===== src/rtl/evt_xfer_pkg.sv =====
package evt_xfer_pkg;

    localparam int CNT_W  = 8;
    localparam int WORD_W = 16;
    localparam int BYTE_W = 8;

    typedef enum logic [1:0] {
        ST_IDLE   = 2'd0,
        ST_READ   = 2'd1,
        ST_WRITE  = 2'd2,
        ST_UPDATE = 2'd3
    } xfer_state_t;

    typedef struct packed {
        logic word;
        logic src_inc;
        logic dst_inc;
    } chan_mode_t;

    function automatic int idx_w(input int n);
        return (n > 1) ? $clog2(n) : 1;
    endfunction

    function automatic logic [1:0] addr_step(input logic word);
        return word ? 2'd2 : 2'd1;
    endfunction

endpackage


===== src/rtl/evt_chan_bank.sv =====
module evt_chan_bank
    import evt_xfer_pkg::*;
#(
    parameter int NUM_CH = 16,
    parameter int ADDR_W = 16,
    parameter int CH_W   = 4
) (
    input  logic              clk,
    input  logic              rst,
    input  logic              cfg_we,
    input  logic [CH_W-1:0]   cfg_ch,
    input  logic [ADDR_W-1:0] cfg_src,
    input  logic [ADDR_W-1:0] cfg_dst,
    input  logic [CNT_W-1:0]  cfg_cnt,
    input  chan_mode_t        cfg_mode,
    input  logic              upd_en,
    input  logic [CH_W-1:0]   act_ch,
    input  logic [CH_W-1:0]   gnt_ch,
    output logic              gnt_cnt_zero,
    output logic [ADDR_W-1:0] act_src,
    output logic [ADDR_W-1:0] act_dst,
    output chan_mode_t        act_mode
);

    logic [ADDR_W-1:0] src_r  [NUM_CH];
    logic [ADDR_W-1:0] dst_r  [NUM_CH];
    logic [CNT_W-1:0]  cnt_r  [NUM_CH];
    chan_mode_t        mode_r [NUM_CH];

    for (genvar i = 0; i < NUM_CH; i++) begin : g_ch
        logic [ADDR_W-1:0] step;
        assign step = ADDR_W'(addr_step(mode_r[i].word));

        always_ff @(posedge clk) begin
            if (rst) begin
                src_r[i]  <= '0;
                dst_r[i]  <= '0;
                cnt_r[i]  <= '0;
                mode_r[i] <= '0;
            end else if (cfg_we && cfg_ch == CH_W'(i)) begin
                src_r[i]  <= cfg_src;
                dst_r[i]  <= cfg_dst;
                cnt_r[i]  <= cfg_cnt;
                mode_r[i] <= cfg_mode;
            end else if (upd_en && act_ch == CH_W'(i)) begin
                if (mode_r[i].src_inc) src_r[i] <= src_r[i] + step;
                if (mode_r[i].dst_inc) dst_r[i] <= dst_r[i] + step;
                if (cnt_r[i] != '0)    cnt_r[i] <= cnt_r[i] - 1'b1;
            end
        end
    end

    always_comb begin
        gnt_cnt_zero = 1'b1;
        act_src      = '0;
        act_dst      = '0;
        act_mode     = '0;
        if (int'(gnt_ch) < NUM_CH) gnt_cnt_zero = (cnt_r[gnt_ch] == '0);
        if (int'(act_ch) < NUM_CH) begin
            act_src  = src_r[act_ch];
            act_dst  = dst_r[act_ch];
            act_mode = mode_r[act_ch];
        end
    end

endmodule


===== src/rtl/evt_xfer_fsm.sv =====
module evt_xfer_fsm
    import evt_xfer_pkg::*;
#(
    parameter int ADDR_W = 16,
    parameter int CH_W   = 4
) (
    input  logic              clk,
    input  logic              rst,
    input  logic              gnt_vld,
    input  logic [CH_W-1:0]   gnt_ch,
    input  logic              gnt_cnt_zero,
    input  logic [ADDR_W-1:0] act_src,
    input  logic [ADDR_W-1:0] act_dst,
    input  chan_mode_t        act_mode,
    output logic [CH_W-1:0]   act_ch,
    output logic              mem_req,
    output logic              mem_we,
    output logic              mem_word,
    output logic [ADDR_W-1:0] mem_addr,
    output logic [WORD_W-1:0] mem_wdata,
    input  logic [WORD_W-1:0] mem_rdata,
    input  logic              mem_ack,
    output logic              cpu_halt,
    output logic              upd_en,
    output logic              irq_pass,
    output logic [CH_W-1:0]   irq_pass_ch
);

    xfer_state_t       state;
    logic [WORD_W-1:0] data_q;

    always_ff @(posedge clk) begin
        if (rst) begin
            state       <= ST_IDLE;
            act_ch      <= '0;
            data_q      <= '0;
            irq_pass    <= 1'b0;
            irq_pass_ch <= '0;
        end else begin
            irq_pass <= 1'b0;
            unique case (state)
                ST_IDLE: if (gnt_vld) begin
                    if (gnt_cnt_zero) begin
                        irq_pass    <= 1'b1;
                        irq_pass_ch <= gnt_ch;
                    end else begin
                        act_ch <= gnt_ch;
                        state  <= ST_READ;
                    end
                end
                ST_READ: if (mem_ack) begin
                    data_q <= act_mode.word ? mem_rdata
                                            : {{(WORD_W-BYTE_W){1'b0}}, mem_rdata[BYTE_W-1:0]};
                    state  <= ST_WRITE;
                end
                ST_WRITE: if (mem_ack) state <= ST_UPDATE;
                ST_UPDATE: state <= ST_IDLE;
                default: state <= ST_IDLE;
            endcase
        end
    end

    always_comb begin
        mem_req   = (state == ST_READ) || (state == ST_WRITE);
        mem_we    = (state == ST_WRITE);
        mem_word  = act_mode.word;
        mem_addr  = (state == ST_WRITE) ? act_dst : act_src;
        mem_wdata = data_q;
        cpu_halt  = (state != ST_IDLE);
        upd_en    = (state == ST_UPDATE);
    end

endmodule


===== src/rtl/evt_xfer_unit.sv =====
module evt_xfer_unit
    import evt_xfer_pkg::*;
#(
    parameter  int NUM_CH = 16,
    parameter  int ADDR_W = 16,
    localparam int CH_W   = idx_w(NUM_CH)
) (
    input  logic              clk,
    input  logic              rst,
    input  logic              cfg_we,
    input  logic [CH_W-1:0]   cfg_ch,
    input  logic [ADDR_W-1:0] cfg_src,
    input  logic [ADDR_W-1:0] cfg_dst,
    input  logic [7:0]        cfg_cnt,
    input  logic              cfg_word,
    input  logic              cfg_src_inc,
    input  logic              cfg_dst_inc,
    input  logic              gnt_vld,
    input  logic [CH_W-1:0]   gnt_ch,
    output logic              mem_req,
    output logic              mem_we,
    output logic              mem_word,
    output logic [ADDR_W-1:0] mem_addr,
    output logic [15:0]       mem_wdata,
    input  logic [15:0]       mem_rdata,
    input  logic              mem_ack,
    output logic              cpu_halt,
    output logic              xfer_done,
    output logic [CH_W-1:0]   done_ch,
    output logic              irq_pass,
    output logic [CH_W-1:0]   irq_pass_ch
);

    chan_mode_t        cfg_mode;
    chan_mode_t        act_mode;
    logic [CH_W-1:0]   act_ch;
    logic [ADDR_W-1:0] act_src;
    logic [ADDR_W-1:0] act_dst;
    logic              gnt_cnt_zero;
    logic              upd_en;

    assign cfg_mode = '{word: cfg_word, src_inc: cfg_src_inc, dst_inc: cfg_dst_inc};

    evt_chan_bank #(.NUM_CH(NUM_CH), .ADDR_W(ADDR_W), .CH_W(CH_W)) bank_i (
        .clk          (clk),
        .rst          (rst),
        .cfg_we       (cfg_we),
        .cfg_ch       (cfg_ch),
        .cfg_src      (cfg_src),
        .cfg_dst      (cfg_dst),
        .cfg_cnt      (cfg_cnt),
        .cfg_mode     (cfg_mode),
        .upd_en       (upd_en),
        .act_ch       (act_ch),
        .gnt_ch       (gnt_ch),
        .gnt_cnt_zero (gnt_cnt_zero),
        .act_src      (act_src),
        .act_dst      (act_dst),
        .act_mode     (act_mode)
    );

    evt_xfer_fsm #(.ADDR_W(ADDR_W), .CH_W(CH_W)) fsm_i (
        .clk          (clk),
        .rst          (rst),
        .gnt_vld      (gnt_vld),
        .gnt_ch       (gnt_ch),
        .gnt_cnt_zero (gnt_cnt_zero),
        .act_src      (act_src),
        .act_dst      (act_dst),
        .act_mode     (act_mode),
        .act_ch       (act_ch),
        .mem_req      (mem_req),
        .mem_we       (mem_we),
        .mem_word     (mem_word),
        .mem_addr     (mem_addr),
        .mem_wdata    (mem_wdata),
        .mem_rdata    (mem_rdata),
        .mem_ack      (mem_ack),
        .cpu_halt     (cpu_halt),
        .upd_en       (upd_en),
        .irq_pass     (irq_pass),
        .irq_pass_ch  (irq_pass_ch)
    );

    assign xfer_done = upd_en;
    assign done_ch   = act_ch;

endmodule


===== config.mk =====
export PLATFORM = sky130hd
export DESIGN_NAME = evt_xfer_unit
export DESIGN_NICKNAME = d
export VERILOG_FILES = /design/src/rtl/evt_xfer_pkg.sv /design/src/rtl/evt_chan_bank.sv /design/src/rtl/evt_xfer_fsm.sv /design/src/rtl/evt_xfer_unit.sv
export SDC_FILE = /design/constraint.sdc
export NUM_CORES = 2
export LEC_CHECK = 0
export BUFFER_PORTS_ARGS = -buffer_cell sky130_fd_sc_hd__buf_2
export CAP_MARGIN = 15
export CELL_PAD_IN_SITES_DETAIL_PLACEMENT = 0
export CELL_PAD_IN_SITES_GLOBAL_PLACEMENT = 1
export CORE_MARGIN = 2
export CORE_UTILIZATION = 51
export CTS_CLUSTER_SIZE = 28
export DETAILED_ROUTE_END_ITERATION = 6
export GPL_TIMING_DRIVEN = 0
export PLACE_DENSITY_LB_ADDON = 0.1
export SYNTH_ARGS = -nofsm -noshare
export SYNTH_HDL_FRONTEND = slang
export SYNTH_SLANG_ARGS = --single-unit

===== constraint.sdc =====
create_clock -name clk -period 4 [get_ports clk]
set_input_delay 0.8 -clock clk [delete_from_list [all_inputs] [get_ports clk]]
set_output_delay 0.8 -clock clk [all_outputs]
set_load 0.01 [all_outputs]

==> flow_summary.yaml <==
cts:
  ctsRootBufferMaster: "sky130_fd_sc_hd__clkbuf_16"
  hold_buffers: 0
  cts_tree: "done"
  clk_latency_ns: 0.68
  number_of_clock_buffers_inserted_by_tritoncts: 87
  cts.sink_count: 719
  path_clk_slew_ns: 0.06
  cts_buffer_depth: 3
  htree_num_levels: 3
routing:
  remaining_drc_errors: 0
  wire_per_inst_um: 24.9
  routed_via_density: 6.01
  number_of_detailed_route_iterations_in_the_first_pass: 6
  detail_route.wirelength_um: 145000
  vias: 34990
  postRouteAntennaNets: 0
  drt_iter0_drc: 4016
worst_setup_path:
  worst_path_largest_cell_delay_ns: 0.60
  worstSetupEndpointType: "output pin"
  timing.rr.end: "bank_i.dst_r[15][6]$_DFFE_PP_"
  critPathArrivalTime_ns: 3.34
  cp.required_ns: 3.20
  critPathTopFamily: "multiplexers"
  cp_num_cells: 8
  path_cells: "buf_12 > clkbuf_16 > buf_12 > buf_12 > mux4_2 > mux4_2 > mux2_4 > buf_6"
  crit_path_top_delay_cell: "sky130_fd_sc_hd__mux4_2"
  path_max_fanout: 5
  setup.worst_path.start_class: "register"
  crit-reg2reg-launch: "fsm_i.state[1]$_SDFFE_PP0P_"
  worst-path-buf-inv: 5
  rrSetupSlack_ns: 0.08
  critPathKind: "reg2out"
  worstRegToRegCells: 6
  worst_setup_path_end: "mem_addr[12]"
  cp_common_cell: "sky130_fd_sc_hd__buf_12"
timing:
  unrepaired_setup_endpoints_after_global_routing: "true"
  worst-slew-pin-transition_ns: 1.09
  fin_ws_ns: -0.142
  total_negative_slack_ns: -1.48
  final_setup_violating_endpoints: 16
  clock_skew_ns: 0.0263
  clock.fmax_mhz: 241
  hold_violations: 0
  post-route-period-util_pct: 104
  finalHoldWorstSlack_ns: 0.365
  timing.slew.headroom_pct: 27.1
  finalWorstPathRequiredPeriod_ns: 4.14
  finalMaxSlewViolations: 0
logic_synthesis:
  synth_area_leader_cell: "sky130_fd_sc_hd__edfxtp_1"
  synth.lib_cells_used.distinct: 55
  synth-seq-area-share_pct: 47.2
  yosys-top-cells-area: "sky130_fd_sc_hd__edfxtp_1, sky130_fd_sc_hd__mux4_2, sky130_fd_sc_hd__nand2_1"
  postSynthAreaPerCell_sq_um: 10.3
  post-synth-top-area-fraction_pct: 45.8
  async_reset_ff_share_pct: 0
  post_synth_most_frequent_cells: "sky130_fd_sc_hd__nand2_1, sky130_fd_sc_hd__edfxtp_1, sky130_fd_sc_hd__o21ai_0, sky130_fd_sc_hd__xor2_1, sky130_fd_sc_hd__xnor2_1"
  synthesized_area_sq_um: 45100
  synth-warning-count: 0
  syn-num-nets: 4592
  synth_enable_flop_cells: 688
  most_instantiated_flip_flop_cell_in_the_synthesis_netlist: "sky130_fd_sc_hd__edfxtp_1"
  syn_inst: 4387
  synth.most_common_cell: "sky130_fd_sc_hd__nand2_1"
  synth.ff_latch_count: 719
final_layout:
  fillCellCount: 7673
  post_route_cells_drive_above_1_share_pct: 10.8
  nets: 4790
  synthToLayoutAreaGrowth_pct: 12.4
job:
  cap_viol_max_count: 0
global_routing:
  maximum_number_of_pins_on_one_net_before_global_route_repair: 17
  grt.total_usage_pct: 32.0
  grt.overflow.total: 0
  grt_pass1_wl_um: 214000
  antenna_violations_before_repair: 3
  via_count_of_the_first_global_routing_pass: 33525
floorplanning:
  start_util_pct: 51.3
  core_area_sq_um: 88000
  chipWidth_um: 301
  die_area_sq_um: 90800
  floorplan.die.height_um: 301
  pin_count: 118
  placement_rows: 109
power_and_ir_drop:
  total_leakage_power_nw: 16.6
  vdd_ir_drop_max_mv: 0.495
  internal_power_w: 0.0147
  switching_share_pct: 29.2
  power_per_cell_area_nw_per_um2: 410
  switching_power_w: 0.00607
  power_w: 0.0208
  power.combinational.fraction_pct: 18.1
  clock_network_fraction_of_total_power_pct: 37.4
  power.sequential.fraction_pct: 44.5
min_path:
  hold_path.class: "in2reg"
  hold_path.startpoint: "mem_rdata[4]"
outcome:
  outcome: "complete, but fails checks"
  failed_checks: "negative setup slack"
place:
  finalWeightedCongestion: 1.06
  place.port_buffers: 79
  dp.final_hpwl_um: 112000
==> routing by layer <==
layer  share of wire [%]  wire length (um)  vias up  global-route usage, %
met4                 4.4              6340        2                   13.1
met2                  44             64300     1391                   47.4
li1                    -                 -    16161                      -
met1                  43             62600    17176                   46.2
met5              0.0090                13        -                      0
met3                 8.3             12000      260                   6.12
==> worst min-delay path by stage <==
| stage | slack, ns | end | cells after the start |
|---|---|---|---|
| final | 0.37 | fsm_i.mem_wdata[4]$_SDFFE_PP0P_ | 3 |
| after global routing | 0.35 | fsm_i.mem_wdata[0]$_SDFFE_PP0P_ | 3 |
| after CTS | 0.33 | fsm_i.mem_wdata[4]$_SDFFE_PP0P_ | 3 |
| after detailed placement | 0.44 | fsm_i.mem_wdata[11]$_SDFFE_PP0P_ | 2 |
| after global placement | 0.43 | fsm_i.mem_wdata[8]$_SDFFE_PP0P_ | 2 |
| after floorplan | 0.48 | fsm_i.mem_wdata[10]$_SDFFE_PP0P_ | 2 |
==> power by group through the flow <==
stage | sequential (W) | combinational [W] | clock (W)
2_1_floorplan | 0.00919 | 0.00208 | 0
3_3_place_gp | 0.00937 | 0.00327 | 0
3_5_place_dp | 0.00938 | 0.00328 | 0
4_1_cts | 0.00924 | 0.00369 | 0.00781
5_1_grt | 0.00931 | 0.00397 | 0.00808
6_report | 0.00926 | 0.00377 | 0.00778
==> what timing repair did <==
action                     4_1_cts  5_1_grt
gates cloned                     5        0
setup endpoints to repair      433      443
setup buffers                   25        7
gates resized for setup        144       40
==> worst reg2reg max path: stages (launching register included) <==
cell,delay [ns]
sky130_fd_sc_hd__dfxtp_1,0.40
sky130_fd_sc_hd__ha_1,0.46
sky130_fd_sc_hd__nand3_1,0.62
sky130_fd_sc_hd__nor3_2,0.77
sky130_fd_sc_hd__nand2_1,0.37
sky130_fd_sc_hd__clkbuf_1,0.31
sky130_fd_sc_hd__nand2_1,0.61
==> cell usage in the layout (no fill, tap or decap), drive strengths merged, types with 11 or more instances in the layout <==
cell type	synthesis	final
nand2	905	905
edfxtp	688	688
o21ai	610	610
clkbuf	179	294
xor2	290	290
xnor2	252	252
nand3	173	173
buf	54	167
mux4	165	165
inv	158	160
nor2	140	140
ha	101	101
nor3	98	98
a21oi	65	65
nand4	63	63
and3	57	57
and2	53	53
nor4	45	45
clkinv	0	35
a32o	32	32
fa	32	32
dfxtp	31	31
and4	26	26
nand2b	25	25
nor2b	24	24
mux2	16	16
and3b	15	15
a21o	14	14
or4	12	12
or3	11	11
mux2i	11	11
==> layout make-up <==
class,instances,area (sq um),area share [%]
Clock inverter,38,258,0.508
Antenna cell,4,10.0,0.0197
Timing Repair Buffer,114,942,1.86
Multi-Input combinational cell,3277,22600,44.5
Buffer,228,1140,2.24
Tap cell,1165,1460,2.87
Clock buffer,120,2470,4.87
Inverter,158,593,1.17
Sequential cell,719,21300,42.0
==> cell families after synthesis <==
family                   synth area share (%)
AO/OA/AOI/OAI                            8.83
XOR/XNOR                                 10.5
adder cells (fa/ha/maj)                  4.22
buffers and inverters                    3.30
flip-flops                               47.2
multiplexers                             8.88
AND/OR/NAND/NOR                          17.0
==> through the flow <==
stage	std cells	instance area (sq um)	worst slack, ns	utilization, %
final	5823	50700	-0.142	57.6
after global routing	5819	50700	-0.172	57.6
after CTS	5819	50600	-0.118	57.5
after detailed placement	5633	47000	-1.21	53.4
after global placement	5631	46900	-1.18	53.4
after floorplan	4387	45100	0.771	-
==> flip-flops by register name, summed over array words and instances (netlist names), named ones only <==
signal             cells
fsm_i.state            2
bank_i.src_r         256
bank_i.cnt_r         128
fsm_i.act_ch           4
fsm_i.irq_pass_ch      4
bank_i.dst_r         256
bank_i.mode_r         48
fsm_i.irq_pass         1
fsm_i.mem_wdata       16
Power figures use the tool's default switching activity.
